<file path="config.mk">
export PLATFORM = sky130hd
export DESIGN_NAME = dfs_tpl_engine
export DESIGN_NICKNAME = d
export VERILOG_FILES = /design/src/rtl/dfs_pkg.sv /design/src/rtl/dfs_alu.sv /design/src/rtl/dfs_tok_fifo.sv /design/src/rtl/dfs_tpl_store.sv /design/src/rtl/dfs_tpl_engine.sv
export SDC_FILE = /design/constraint.sdc
export NUM_CORES = 1
export LEC_CHECK = 0
export ABC_CLOCK_PERIOD_IN_PS = 8200
export CAP_MARGIN = 10
export CORE_MARGIN = 8
export CORE_UTILIZATION = 37
export DETAILED_ROUTE_END_ITERATION = 16
export DONT_BUFFER_PORTS = 1
export PLACE_DENSITY_LB_ADDON = 0.08
export SYNTH_ARGS = -nofsm -noshare
export SYNTH_HDL_FRONTEND = slang
export SYNTH_HIERARCHICAL = 1
export SYNTH_SLANG_ARGS = --single-unit
</file>
<file path="constraint.sdc">
create_clock -name clk -period 8.2 [get_ports clk]
set_input_delay 2.46 -clock clk [delete_from_list [all_inputs] [get_ports clk]]
set_output_delay 2.46 -clock clk [all_outputs]
set_load 0.05 [all_outputs]
</file>
<file path="src/rtl/dfs_pkg.sv">
package dfs_pkg;

    typedef enum logic [1:0] {
        OP_ADD  = 2'd0,
        OP_SUB  = 2'd1,
        OP_MULK = 2'd2,
        OP_PASS = 2'd3
    } dfs_op_e;

    typedef enum logic [1:0] {
        ST_IDLE  = 2'd0,
        ST_EMIT1 = 2'd1,
        ST_EMIT2 = 2'd2
    } dfs_state_e;

endpackage

</file>
<file path="src/rtl/dfs_alu.sv">
module dfs_alu #(
    parameter int DATA_W = 16,
    parameter int MUL_K  = 3
) (
    input  dfs_pkg::dfs_op_e    opc,
    input  logic [DATA_W-1:0]   lhs,
    input  logic [DATA_W-1:0]   rhs,
    output logic [DATA_W-1:0]   res
);
    localparam logic [DATA_W-1:0] KVAL = DATA_W'(MUL_K);

    always_comb begin
        unique case (opc)
            dfs_pkg::OP_ADD:  res = lhs + rhs;
            dfs_pkg::OP_SUB:  res = lhs - rhs;
            dfs_pkg::OP_MULK: res = lhs * KVAL;
            dfs_pkg::OP_PASS: res = lhs;
            default:          res = lhs;
        endcase
    end
endmodule

</file>
<file path="src/rtl/dfs_tok_fifo.sv">
module dfs_tok_fifo #(
    parameter int DEPTH = 4,
    parameter int W     = 20
) (
    input  logic                         clk,
    input  logic                         rst_n,
    input  logic                         push,
    input  logic [W-1:0]                 din,
    input  logic                         pop,
    output logic [W-1:0]                 dout,
    output logic [$clog2(DEPTH+1)-1:0]   count
);
    localparam int PTR_W = (DEPTH > 1) ? $clog2(DEPTH) : 1;
    localparam int CNT_W = $clog2(DEPTH+1);

    logic [W-1:0]     slots [DEPTH];
    logic [PTR_W-1:0] wr_ptr, rd_ptr;

    function automatic logic [PTR_W-1:0] step(input logic [PTR_W-1:0] p);
        return (p == PTR_W'(DEPTH-1)) ? '0 : p + 1'b1;
    endfunction

    always_ff @(posedge clk) begin
        if (push) slots[wr_ptr] <= din;
    end

    always_ff @(posedge clk) begin
        if (!rst_n) begin
            wr_ptr <= '0;
            rd_ptr <= '0;
            count  <= '0;
        end else begin
            if (push) wr_ptr <= step(wr_ptr);
            if (pop)  rd_ptr <= step(rd_ptr);
            if (push && !pop)      count <= count + CNT_W'(1);
            else if (pop && !push) count <= count - CNT_W'(1);
        end
    end

    assign dout = slots[rd_ptr];
endmodule

</file>
<file path="src/rtl/dfs_tpl_store.sv">
module dfs_tpl_store #(
    parameter int N_TPL  = 8,
    parameter int IDX_W  = 3,
    parameter int DATA_W = 16,
    parameter int DEST_W = 5
) (
    input  logic                 clk,
    input  logic                 rst_n,
    input  logic                 host_we,
    input  logic [IDX_W-1:0]     host_addr,
    input  dfs_pkg::dfs_op_e     host_opc,
    input  logic [DEST_W-1:0]    host_d1,
    input  logic [DEST_W-1:0]    host_d2,
    input  logic                 set_we,
    input  logic [IDX_W-1:0]     set_addr,
    input  logic                 set_port,
    input  logic [DATA_W-1:0]    set_data,
    input  logic                 clr_we,
    input  logic [IDX_W-1:0]     clr_addr,
    input  logic [IDX_W-1:0]     rd_addr,
    output dfs_pkg::dfs_op_e     rd_opc,
    output logic [DEST_W-1:0]    rd_d1,
    output logic [DEST_W-1:0]    rd_d2,
    output logic [DATA_W-1:0]    rd_vl,
    output logic [DATA_W-1:0]    rd_vr,
    output logic                 rd_pl,
    output logic                 rd_pr
);
    dfs_pkg::dfs_op_e  opc_a [N_TPL];
    logic [DEST_W-1:0] d1_a  [N_TPL];
    logic [DEST_W-1:0] d2_a  [N_TPL];
    logic [DATA_W-1:0] vl_a  [N_TPL];
    logic [DATA_W-1:0] vr_a  [N_TPL];
    logic [N_TPL-1:0]  pl_a, pr_a;

    always_ff @(posedge clk) begin
        if (!rst_n) begin
            for (int i = 0; i < N_TPL; i++) begin
                opc_a[i] <= dfs_pkg::OP_ADD;
                d1_a[i]  <= '1;
                d2_a[i]  <= '1;
                vl_a[i]  <= '0;
                vr_a[i]  <= '0;
            end
            pl_a <= '0;
            pr_a <= '0;
        end else begin
            for (int i = 0; i < N_TPL; i++) begin
                if (host_we && host_addr == IDX_W'(i)) begin
                    opc_a[i] <= host_opc;
                    d1_a[i]  <= host_d1;
                    d2_a[i]  <= host_d2;
                    pl_a[i]  <= 1'b0;
                    pr_a[i]  <= 1'b0;
                end else begin
                    if (clr_we && clr_addr == IDX_W'(i)) begin
                        pl_a[i] <= 1'b0;
                        pr_a[i] <= 1'b0;
                    end
                    if (set_we && set_addr == IDX_W'(i)) begin
                        if (set_port) begin
                            pr_a[i] <= 1'b1;
                            vr_a[i] <= set_data;
                        end else begin
                            pl_a[i] <= 1'b1;
                            vl_a[i] <= set_data;
                        end
                    end
                end
            end
        end
    end

    assign rd_opc = opc_a[rd_addr];
    assign rd_d1  = d1_a[rd_addr];
    assign rd_d2  = d2_a[rd_addr];
    assign rd_vl  = vl_a[rd_addr];
    assign rd_vr  = vr_a[rd_addr];
    assign rd_pl  = pl_a[rd_addr];
    assign rd_pr  = pr_a[rd_addr];
endmodule

</file>
<file path="src/rtl/dfs_tpl_engine.sv">
module dfs_tpl_engine #(
    parameter int N_TPL      = 8,
    parameter int DATA_W     = 16,
    parameter int MUL_K      = 3,
    parameter int FIFO_DEPTH = 4,
    localparam int IDX_W     = (N_TPL > 1) ? $clog2(N_TPL) : 1,
    localparam int DEST_W    = IDX_W + 2
) (
    input  logic              clk,
    input  logic              rst_n,
    input  logic              host_we,
    input  logic [IDX_W-1:0]  host_addr,
    input  logic [1:0]        host_opc,
    input  logic [DEST_W-1:0] host_dst1,
    input  logic [DEST_W-1:0] host_dst2,
    input  logic              in_valid,
    output logic              in_ready,
    input  logic [IDX_W-1:0]  in_addr,
    input  logic              in_port,
    input  logic [DATA_W-1:0] in_data,
    output logic              out_valid,
    input  logic              out_ready,
    output logic [DATA_W-1:0] out_data,
    output logic              err_ovf
);
    import dfs_pkg::*;

    localparam int TOK_W = IDX_W + 1 + DATA_W;
    localparam int CNT_W = $clog2(FIFO_DEPTH + 1);

    function automatic logic dst_none(input logic [DEST_W-1:0] d);
        return &d;
    endfunction
    function automatic logic dst_ext(input logic [DEST_W-1:0] d);
        return d[DEST_W-1] && !(&d);
    endfunction
    function automatic logic dst_int(input logic [DEST_W-1:0] d);
        return !d[DEST_W-1];
    endfunction

    dfs_state_e        state_q, state_d;
    logic [DATA_W-1:0] res_q;
    logic [DEST_W-1:0] d1_q, d2_q;
    logic              err_q;

    logic [TOK_W-1:0]  pend_dout, pend_din;
    logic [CNT_W-1:0]  pend_cnt;
    logic              pend_any, pend_push, pend_pop;

    logic [IDX_W-1:0]  cand_addr;
    logic              cand_port, cand_valid;
    logic [DATA_W-1:0] cand_data;

    dfs_op_e           rd_opc;
    logic [DEST_W-1:0] rd_d1, rd_d2;
    logic [DATA_W-1:0] rd_vl, rd_vr, alu_l, alu_r, alu_y;
    logic              rd_pl, rd_pr;
    logic              hit_full, other_full, would_fire, stall, can_go, take;
    logic [CNT_W:0]    need, room;

    logic [DEST_W-1:0] cur_dst;
    logic              advance;

    // candidate token: pending internal results take priority
    assign pend_any   = (pend_cnt != '0);
    assign cand_addr  = pend_any ? pend_dout[TOK_W-1 -: IDX_W] : in_addr;
    assign cand_port  = pend_any ? pend_dout[DATA_W] : in_port;
    assign cand_data  = pend_any ? pend_dout[DATA_W-1:0] : in_data;
    assign cand_valid = pend_any | in_valid;

    dfs_tpl_store #(
        .N_TPL(N_TPL), .IDX_W(IDX_W), .DATA_W(DATA_W), .DEST_W(DEST_W)
    ) u_store (
        .clk      (clk),
        .rst_n    (rst_n),
        .host_we  (host_we),
        .host_addr(host_addr),
        .host_opc (dfs_op_e'(host_opc)),
        .host_d1  (host_dst1),
        .host_d2  (host_dst2),
        .set_we   (take && !hit_full && !other_full),
        .set_addr (cand_addr),
        .set_port (cand_port),
        .set_data (cand_data),
        .clr_we   (take && would_fire),
        .clr_addr (cand_addr),
        .rd_addr  (cand_addr),
        .rd_opc   (rd_opc),
        .rd_d1    (rd_d1),
        .rd_d2    (rd_d2),
        .rd_vl    (rd_vl),
        .rd_vr    (rd_vr),
        .rd_pl    (rd_pl),
        .rd_pr    (rd_pr)
    );

    assign hit_full   = cand_port ? rd_pr : rd_pl;
    assign other_full = cand_port ? rd_pl : rd_pr;
    assign would_fire = !hit_full && other_full;

    assign alu_l = cand_port ? rd_vl : cand_data;
    assign alu_r = cand_port ? cand_data : rd_vr;

    dfs_alu #(.DATA_W(DATA_W), .MUL_K(MUL_K)) u_alu (
        .opc(rd_opc), .lhs(alu_l), .rhs(alu_r), .res(alu_y)
    );

    // a firing may only start if its internal results fit in the queue
    assign need  = (CNT_W+1)'(dst_int(rd_d1)) + (CNT_W+1)'(dst_int(rd_d2));
    assign room  = (CNT_W+1)'(FIFO_DEPTH) - {1'b0, pend_cnt} + (CNT_W+1)'(pend_any);
    assign stall = would_fire && (need > room);

    assign can_go   = (state_q == ST_IDLE) && !host_we && !stall;
    assign take     = can_go && cand_valid;
    assign in_ready = can_go && !pend_any;
    assign pend_pop = take && pend_any;

    // state register
    always_ff @(posedge clk) begin
        if (!rst_n) state_q <= ST_IDLE;
        else        state_q <= state_d;
    end

    // firing capture and error pulse
    always_ff @(posedge clk) begin
        if (!rst_n) begin
            res_q <= '0;
            d1_q  <= '1;
            d2_q  <= '1;
            err_q <= 1'b0;
        end else begin
            err_q <= take && hit_full;
            if (take && would_fire) begin
                res_q <= alu_y;
                d1_q  <= rd_d1;
                d2_q  <= rd_d2;
            end
        end
    end

    // next state and delivery outputs
    always_comb begin
        state_d   = state_q;
        cur_dst   = (state_q == ST_EMIT1) ? d1_q : d2_q;
        out_valid = 1'b0;
        pend_push = 1'b0;
        advance   = dst_none(cur_dst) || dst_int(cur_dst) ||
                    (dst_ext(cur_dst) && out_ready);
        unique case (state_q)
            ST_IDLE: begin
                if (take && would_fire) state_d = ST_EMIT1;
            end
            ST_EMIT1, ST_EMIT2: begin
                out_valid = dst_ext(cur_dst);
                pend_push = dst_int(cur_dst);
                if (advance)
                    state_d = (state_q == ST_EMIT1) ? ST_EMIT2 : ST_IDLE;
            end
            default: state_d = ST_IDLE;
        endcase
    end

    assign pend_din = {cur_dst[IDX_W:1], cur_dst[0], res_q};
    assign out_data = res_q;
    assign err_ovf  = err_q;

    dfs_tok_fifo #(.DEPTH(FIFO_DEPTH), .W(TOK_W)) u_pend (
        .clk  (clk),
        .rst_n(rst_n),
        .push (pend_push),
        .din  (pend_din),
        .pop  (pend_pop),
        .dout (pend_dout),
        .count(pend_cnt)
    );
endmodule

</file>
# Yosys cells after proc, flatten, opt, wreduce, memory -nomap -nowiden
# Memory sizes are Yosys's and may differ from the RTL's. A register that Yosys moved wholly into a read port is not among the register bits.
# Index checks and enable logic that the tools add are counted.
[word_totals] register_bits=52 latch_bits=0 ram_bits=432 mem_bits_ro=0 in_bits=40 out_inout_bits=19 word_cells=382 mem_count=6
[classes] add_sub_neg=9 n_mul=1 div=0 order_cmp=2 n_eq_ne=23 n_shift=0 n_mux=206 bitwise=42 reduce_logical=69
[memory_table] name="u_store.vl_a" words=8 width=16 rd=1 rd_clocked_by_memory_dff=0 wr=8 line="dfs_tpl_store.sv:32" text="logic [DATA_W-1:0] vl_a [N_TPL];"
[memory_table] name="u_store.vr_a" words=8 width=16 rd=1 rd_clocked_by_memory_dff=0 wr=8 line="dfs_tpl_store.sv:33" text="logic [DATA_W-1:0] vr_a [N_TPL];"
[memory_table] name="u_pend.slots" words=4 width=20 rd=1 rd_clocked_by_memory_dff=1 wr=1 line="dfs_tok_fifo.sv:16" text="logic [W-1:0] slots [DEPTH];"
[memory_table] name="u_store.d1_a" words=8 width=5 rd=1 rd_clocked_by_memory_dff=0 wr=8 line="dfs_tpl_store.sv:30" text="logic [DEST_W-1:0] d1_a [N_TPL];"
[memory_table] name="u_store.d2_a" words=8 width=5 rd=1 rd_clocked_by_memory_dff=0 wr=8 line="dfs_tpl_store.sv:31" text="logic [DEST_W-1:0] d2_a [N_TPL];"
[memory_table] name="u_store.opc_a" words=8 width=2 rd=1 rd_clocked_by_memory_dff=0 wr=8 line="dfs_tpl_store.sv:29" text="dfs_pkg::dfs_op_e opc_a [N_TPL];"
[ops] cell="$mux W16" count=19
[ops] cell="$mux W1" count=148
[ops] cell="$mux W5" count=17
[ops] cell="$pmux W16 S4" count=1
[ops] cell="$or A1 B1 Y1" count=41
[ops] cell="$logic_and A1 B1 Y1" count=39
[ops] cell="$mux W2" count=15
[ops] cell="$eq A3 B3 Y1 const B" count=8
[ops] cell="$reduce_or A2 Y1" count=9
[ops] cell="$add A16 B16 Y16" count=1
[ops] cell="$mul A16 B2 Y16 const B" count=1
[ops] cell="$sub A16 B16 Y16" count=1
[ops] cell="$eq A3 B2 Y1 const B" count=4
[ops] cell="$logic_not A1 Y1" count=11
[ops] cell="$eq A2 B2 Y1 const B" count=5
[ops] cell="$mux W3" count=3
[ops] cell="$bmux W1 S3" count=2
[ops] cell="$eq A3 B1 Y1 const B" count=2
[ops] cell="$logic_not A3 Y1" count=2
[ops] cell="$reduce_and A5 Y1" count=1
[ops] cell="$add A2 B1 Y2 const B" count=2
[ops] cell="$add A4 B1 Y4" count=1
[ops] cell="$eq A2 B1 Y1 const B" count=2
[ops] cell="$gt A2 B4 Y1" count=1
[ops] cell="other kinds (14)" count=16

# Logic depth before layout (Yosys ltp)
# Gate-level depths: netlist of the first run.
[logic_depth] depth_word=19 depth_mapped=28 depth_no_buf=24

# Modules after synthesis
# Netlist of the first run, hierarchy kept.
[by_module_without_submodules] mod="dfs_tpl_store" n_inst=1 cells_per_inst=1023 area_per_inst_um2=16042.9 seq_area_each_um2=10890.4
[by_module_without_submodules] mod="dfs_tok_fifo" n_inst=1 cells_per_inst=146 area_per_inst_um2=3329.4 seq_area_each_um2=2582.5
[by_module_without_submodules] mod="dfs_tpl_engine" n_inst=1 cells_per_inst=316 area_per_inst_um2=2463.6 seq_area_each_um2=580.6
[by_module_without_submodules] mod="dfs_alu" n_inst=1 cells_per_inst=282 area_per_inst_um2=1961.9 seq_area_each_um2=0.0

# Worst setup path before layout of the first run
# OpenSTA, ideal clock, no wires.
[synth_path] path_type="input to output" startpoint="input in_addr[0]" endpoint="output in_ready" t_arrival_ns=5.800 t_required_ns=5.740 path_slack_ns=-0.060 cell_stages=13 path_buffers=2 cell_sequence="nand2_1 -> nand2_1 -> buf_4 -> buf_6 -> mux4_2 -> mux2_2 -> inv_1 -> ha_1 -> ha_1 -> nor2b_1 -> o221ai_1 -> o31ai_1 -> nor2_1"
[synth_via] word_cells_on_any_way=19
[synth_lines] element="start, declared" line="dfs_tpl_engine.sv:18" text="input logic [IDX_W-1:0] in_addr,"
[synth_lines] element="$mux W3" line="dfs_tpl_engine.sv:66" text="assign cand_addr = pend_any ? pend_dout[TOK_W-1 -: IDX_W] : in_addr;"
[synth_lines] element="named net cand_addr[0]" line="dfs_tpl_engine.sv:50" text="logic [IDX_W-1:0] cand_addr;"
[synth_lines] element="$mem_v2 Z8 W5"
[synth_lines] element="named net rd_d1[4]" line="dfs_tpl_engine.sv:55" text="logic [DEST_W-1:0] rd_d1, rd_d2;"
[synth_lines] element="$logic_not A1 Y1" line="dfs_tpl_engine.sv:38" text="return !d[DEST_W-1];"
[synth_lines] element="$add A1 B1 Y2" line="dfs_tpl_engine.sv:109" text="assign need = (CNT_W+1)'(dst_int(rd_d1)) + (CNT_W+1)'(dst_int(rd_d2));"
[synth_lines] element="$gt A2 B4 Y1" line="dfs_tpl_engine.sv:111" text="assign stall = would_fire && (need > room);"
[synth_lines] element="$logic_and A1 B1 Y1" line="dfs_tpl_engine.sv:111"
[synth_lines] element="$logic_not A1 Y1" line="dfs_tpl_engine.sv:113" text="assign can_go = (state_q == ST_IDLE) && !host_we && !stall;"
[synth_lines] element="$logic_and A1 B1 Y1" line="dfs_tpl_engine.sv:113"
[synth_lines] element="$logic_and A1 B1 Y1" line="dfs_tpl_engine.sv:115" text="assign in_ready = can_go && !pend_any;"
[synth_lines] element="end, declared" line="dfs_tpl_engine.sv:17" text="output logic in_ready,"
# The timed path passes the listed nets, and every way through them passes these cells. The select of a mux whose other input is x is not followed.

# Worst setup path after layout of the first run
[layout_path] startpoint="input in_addr[0]" endpoint="output in_ready"
[layout_via] word_cells_on_any_way=19
[layout_lines] element="$mux W3" line="dfs_tpl_engine.sv:66"
[layout_lines] element="named net cand_addr[0]" line="dfs_tpl_engine.sv:50"
[layout_lines] element="$mem_v2 Z8 W5"
[layout_lines] element="named net rd_d2[4]" line="dfs_tpl_engine.sv:55"
[layout_lines] element="$logic_not A1 Y1" line="dfs_tpl_engine.sv:38"
[layout_lines] element="$add A1 B1 Y2" line="dfs_tpl_engine.sv:109"
[layout_lines] element="$gt A2 B4 Y1" line="dfs_tpl_engine.sv:111"
[layout_lines] element="$logic_and A1 B1 Y1" line="dfs_tpl_engine.sv:111"
[layout_lines] element="$logic_not A1 Y1" line="dfs_tpl_engine.sv:113"
[layout_lines] element="$logic_and A1 B1 Y1" line="dfs_tpl_engine.sv:113"
[layout_lines] element="$logic_and A1 B1 Y1" line="dfs_tpl_engine.sv:115"
# The timed path passes the listed nets, and every way through them passes these cells. The select of a mux whose other input is x is not followed.

==> results of run 1 <==
==> metrics by stage <==
step,hold WS [ns],std cells,setup slack [ns]
finish,0.499,2658,0.607
global route,0.518,2658,0.369
CTS,0.500,2657,0.542
detailed placement,0.482,2559,0.501
global placement,0.479,2559,0.555
floorplan,0.460,1767,0.150
==> sequential cells by signal, summed over array words and instances, names as in the netlist, named ones only <==
register,cells
u_store/d1_a,40
u_store/pl_a,8
d2_q,5
u_store/vl_a,128
out_data,16
u_pend/rd_ptr,2
u_store/opc_a,16
u_store/vr_a,128
err_ovf,1
u_pend/count,3
u_store/pr_a,8
u_pend/slots,80
state_q,2
d1_q,5
u_store/d2_a,40
u_pend/wr_ptr,2
==> worst register-to-register path, cell delays in order, from the launching register on <==
cell and delay (ns):
dfxtp_1 0.39, or3_1 0.57, inv_2 0.11, buf_4 0.36
nand2_1 0.16, nand2_4 0.32, buf_12 0.34, mux4_2 0.45
mux2_2 0.28, nor2_1 0.10, a21oi_1 0.12, nor3_1 0.48
and3b_4 0.31, nor2_1 0.06, xnor2_1 0.13, ha_1 0.37
a21o_1 0.22, a21o_1 0.17, a21o_1 0.17, a211oi_1 0.40
o21ai_1 0.19, a21o_1 0.20, a2111oi_0 0.38, nor3_1 0.11
o2111ai_1 0.09, a21oi_1 0.08
==> cell families (layout without fill, tap and decap cells) <==
| kind of cell | count (synthesis) | count (layout) | share of synthesized area [%] |
|---|---|---|---|
| AO/OA/AOI/OAI | 251 | 251 | 7.47 |
| XOR/XNOR | 38 | 38 | 1.40 |
| adder cells (fa/ha/maj) | 47 | 47 | 2.57 |
| buffers and inverters | 206 | 241 | 3.89 |
| flip-flops | 486 | 486 | 59.1 |
| multiplexers | 187 | 187 | 14.0 |
| other | 0 | 1 | 0 |
| AND/OR/NAND/NOR | 552 | 552 | 11.6 |
==> per-layer routing <==
| layer | GRT usage (%) | up-vias | wire (µm) |
|---|---|---|---|
| met5 | 0 | - | 0 |
| met4 | 4.21 | 0 | 1330 |
| met3 | 2.87 | 88 | 2950 |
| met2 | 27.8 | 341 | 30100 |
| met1 | 24.3 | 7527 | 29800 |
| li1 | - | 6772 | - |
==> cell type report <==
type | instances | area, µm² | area share [%]
Timing Repair Buffer | 61 | 520 | 1.96
Clock inverter | 25 | 224 | 0.845
Clock buffer | 73 | 1450 | 5.48
Antenna cell | 1 | 2.50 | 0.00945
Sequential cell | 486 | 14100 | 53.0
Inverter | 82 | 308 | 1.16
Multi-Input combinational cell | 1075 | 8860 | 33.4
Tap cell | 855 | 1070 | 4.04
==> Yosys cell counts (4+ instances only) <==
cell	number	area, µm²
dfxtp_1	54	1080
o21a_1	4	30.0
and3_1	5	31.3
clkbuf_1	64	240
nand3_1	20	100
buf_2	32	160
nor3_1	158	791
nor2_1	120	450
xnor2_1	23	201
nand4b_1	6	52.6
mux4_2	112	2520
o41ai_1	20	175
nand2b_1	10	62.6
edfxtp_1	432	13000
a211oi_1	5	37.5
and2_1	6	37.5
o21ai_1	4	20.0
buf_6	12	135
nor2b_1	24	150
or3_1	13	81.3
a22oi_1	16	120
a21o_1	14	105
xor2_1	15	131
a21oi_1	65	325
nand4bb_1	6	67.6
mux2_2	52	586
o2111ai_1	20	175
nand4_1	9	56.3
o211ai_1	6	45.0
nand2_1	123	462
o211ai_2	10	125
a2111oi_0	6	52.6
o21ai_0	51	255
mux2i_1	23	230
o21bai_1	5	37.5
or2_2	22	138
o41ai_2	8	130
buf_1	12	45.0
inv_1	80	300
ha_1	44	551
==> cells in the final DEF (no fill, tap or decap), types with 9 or more instances in the layout <==
cell         n
edfxtp_1   432
nor3_1     157
nand2_1    120
nor2_1     119
mux4_2     112
inv_1       80
a21oi_1     65
buf_4       56
clkbuf_16   54
dfxtp_1     54
mux2_2      52
ha_1        44
o21ai_0     35
nor2b_1     24
mux2i_1     23
xnor2_1     23
or2_2       22
o2111ai_1   20
o41ai_1     20
nand3_1     20
o21ai_1     17
clkbuf_1    16
a22oi_1     16
xor2_1      15
a21o_1      14
or3_1       13
o211ai_2    10
clkinv_1    10
nand4_1      9
==> how the worst max path moves through the flow <==
stage | depth (start not counted) | endpoint | slack [ns]
finish | 13 | in_ready | 0.61
global route | 13 | in_ready | 0.37
CTS | 13 | in_ready | 0.54
detailed placement | 22 | out_data[14] | 0.50
global placement | 13 | in_ready | 0.55
floorplan | 13 | in_ready | 0.15
==> impl_metrics.toml, run 1 <==
[synthesis]
ys_seq_area_share_pct = 59.1
synth_edf_count = 432
syn_inst = 1767
synthesis.nets = 1854
synth_area_um2 = 23800
synth_warnings = 6
async_reset_ff_share_pct = 0
syn_area_per_cell_um2 = 13.5
ys_types = 75
ys_ff_latch = 486
ys.flop_type = "edfxtp_1"

[cts]
root_buffer = "clkbuf_16"
clockBufferDepth = 3
cts_setup_buffers = 0
path_clk_slew_ns = 0.06
cts_sinks = 486
htreeDepth = 2
cts_buffers = 53
cts.repair.resized = 0
cts_tree = "built"
insertion_delay_ns = 0.61
ctsHoldBuffers = 0

[setup_path]
cp-startpoint = "in_addr[0]"
reg2reg_from = "u_pend/count[1]"
critPathKind = "primary input to primary output"
critPathBufInv = 3
arrival_ns = 5.13
crit_path_max_fanout = 21
r2r_cells = 25
crit_path_start_kind = "primary input"
path_delay_family = "multiplexers"
regToRegEndpoint = "out_data[14]"
end_kind = "primary output"
critPathSlowestCell = "mux4_2"
critPathRequiredTime_ns = 5.74
r2r_setup_slack_ns = 1.50
path_cells = "nand2_1 > nand2_4 > mux4_2 > mux2_2 > inv_1 > ha_1 > inv_1 > ha_1 > nand2_1 > o221ai_1 > o31ai_1 > nor2_2 > buf_12"
max_stage_delay_ns = 0.55

[hold_path]
hold_depth = 2
min_path_type = "flip-flop to flip-flop"
hold_start = "d2_q[4]"
min_to = "d2_q[4]"

[timing]
tns_ns = 0
drv_slew = 0
timing.fmax_mhz = 132
finalHoldViolCount = 0
period_share_pct = 92.6
skew_ns = 0.0235
tightest_slew_ns = 1.23
setup_viol = 0
grt_setup_unrepaired = "false"
slew_headroom_pct = 17.3
period_minus_slack_ns = 7.59

[final_layout]
fillers = 5970
final_cell_area_um2 = 26500
syn2layout_area_growth_pct = 11.3
drive_gt1_share_pct = 20.0
final_core_utilization_pct = 41.4
layout.nets = 1846

[detailed_routing]
routed_wl_um = 64200
drt-pass1-iter-count = 5
route.detailed.drc = 0
vias_per_cell = 5.54
vias = 14700
drt-initial-drc-count = 1223
wl_per_cell_um = 24.2
final_antenna_net_count = 0

[place]
dp_hpwl_um = 43700
gp_congestion = 0.777
portBuffers = 0
placed_area_um2 = 24800

[grt]
grt_pass1_wl_um = 97500
antenna_found_initial = 2
grt_usage_pct = 17.3
overflow = 0
grt_max_degree = 94
grt_pass1_vias = 15100

[die]
row_count = 93
fp.dieW_um = 270
coreArea_um2 = 64000
io_pins = 59
die_area_um2 = 72700
initial_utilization_pct = 37.2
die_height_um = 270

[outcome]
status = "complete, no violations"

[run]
drv_cap = 0
Power of run 1 is not shown: default switching activity piles up to over one toggle a cycle in this logic, so the estimate is an artifact.
==> run 2: changes to the inputs <==
CTS_BUF_LIST = sky130_fd_sc_hd__clkbuf_16   (was not set)
==> run 2 against run 1 <==
Effect of this change:
- sequential share of layout area up 0.060 points
- non-clock buffer count unchanged
- sequential cell count unchanged
- first-iteration DRC count down 5.8%
- maximum frequency shrank 0.12%
- setup slack got worse by 0.0088 ns
- clock skew barely moved
- final area fell by 0.11%
==> impl_metrics.toml, run 2 (synthesis gave the netlist of run 1 again) <==
[outcome]
status = "complete, no violations"

[detailed_routing]
final_antenna_net_count = 0
vias_per_cell = 5.53
drt-pass1-iter-count = 5
route.detailed.drc = 0
drt-initial-drc-count = 1152
wl_per_cell_um = 24.2
routed_wl_um = 64200
vias = 14700

[cts]
cts_tree = "built"
cts_sinks = 486
path_clk_slew_ns = 0.06
cts_setup_buffers = 0
insertion_delay_ns = 0.61
htreeDepth = 2
clockBufferDepth = 3
ctsHoldBuffers = 0
cts.repair.resized = 0
root_buffer = "clkbuf_16"
cts_buffers = 53

[setup_path]
max_stage_delay_ns = 0.55
crit_path_max_fanout = 21
arrival_ns = 5.14
critPathSlowestCell = "mux4_2"
critPathRequiredTime_ns = 5.74
end_kind = "primary output"
crit_path_start_kind = "primary input"
path_cells = "nand2_1 > nand2_4 > mux4_2 > mux2_2 > inv_1 > ha_1 > inv_1 > ha_1 > nand2_1 > o221ai_1 > o31ai_1 > nor2_2 > buf_12"
critPathKind = "primary input to primary output"

[hold_path]
min_path_type = "flip-flop to flip-flop"

[die]
coreArea_um2 = 64000
initial_utilization_pct = 37.2
die_area_um2 = 72700
io_pins = 59
die_height_um = 270
fp.dieW_um = 270
row_count = 93

[timing]
timing.fmax_mhz = 132
skew_ns = 0.0238
tns_ns = 0
drv_slew = 0
setup_viol = 0
finalHoldViolCount = 0
slew_headroom_pct = 17.3
tightest_slew_ns = 1.23
grt_setup_unrepaired = "false"
period_minus_slack_ns = 7.60
period_share_pct = 92.7
worst_slack_ns = 0.598

[place]
dp_hpwl_um = 43700
gp_congestion = 0.777
portBuffers = 0
dpl_worst_slack_ns = 0.501

[final_layout]
syn2layout_area_growth_pct = 11.2
mostFrequentLayoutCells = "edfxtp_1, nor3_1, nand2_1"
top_regs = "u_store/vl_a: 128 flops, u_store/vr_a: 128 flops, u_pend/slots: 80 flops"
layout.nets = 1846
drive_gt1_share_pct = 19.9
final_common_cell = "edfxtp_1"

[grt]
antenna_found_initial = 2
grt_max_degree = 94
grt_pass1_wl_um = 97500
grt_usage_pct = 17.3
grt_pass1_vias = 15100
overflow = 0

[run]
drv_cap = 0
[run 2: area by class of cell]
class | count | area (µm²)
well taps | 855 | 1070
clock inverters | 44 | 295
inverters | 82 | 308
multi-input cells | 1075 | 8860
clock buffers | 54 | 1350
diodes | 1 | 2.50
flip-flops and latches | 486 | 14100
repair buffers | 61 | 520
fillers | 5977 | 37500
[run 2: final timing paths]
path / from / end / slack (ns) / depth (start not counted)
hold / removal: d2_q[4] / d2_q[4] / 0.50 / 2
setup / recovery: in_addr[0] / in_ready / 0.60 / 13
hold reg to reg: d2_q[4] / d2_q[4] / 0.50 / 2
setup reg to reg: u_pend/count[1] / out_data[14] / 1.52 / 25
[run 2: stage by stage]
step | cells | utilization, % | hold WS (ns) | instance area, µm²
3_5_place_dp | 2559 | 38.8 | 0.482 | 24800
6_report | 2658 | 41.3 | 0.499 | 26500
4_1_cts | 2657 | 41.3 | 0.500 | 26500
3_3_place_gp | 2559 | 38.8 | 0.479 | 24800
2_1_floorplan | 1767 | - | 0.460 | 23800
5_1_grt | 2658 | 41.3 | 0.518 | 26500
[run 2: layer usage]
layer,track usage (%),share of wire [%],vias to the layer above
met2,27.8,47,307
li1,-,-,6767
met4,4.21,2.0,0
met1,24.3,47,7552
met5,0,0,-
met3,2.87,4.3,82
[run 2: critical path, delay by kind of cell]
kind / cells / cell delay [ns]
and+or+nand+nor: 4 / 0.56
adders and majority gates: 2 / 0.46
muxes: 2 / 0.84
AOI/OAI and AO/OA: 2 / 0.49
buffers and inverters: 3 / 0.32
Power of run 2 is left out for the same reason.
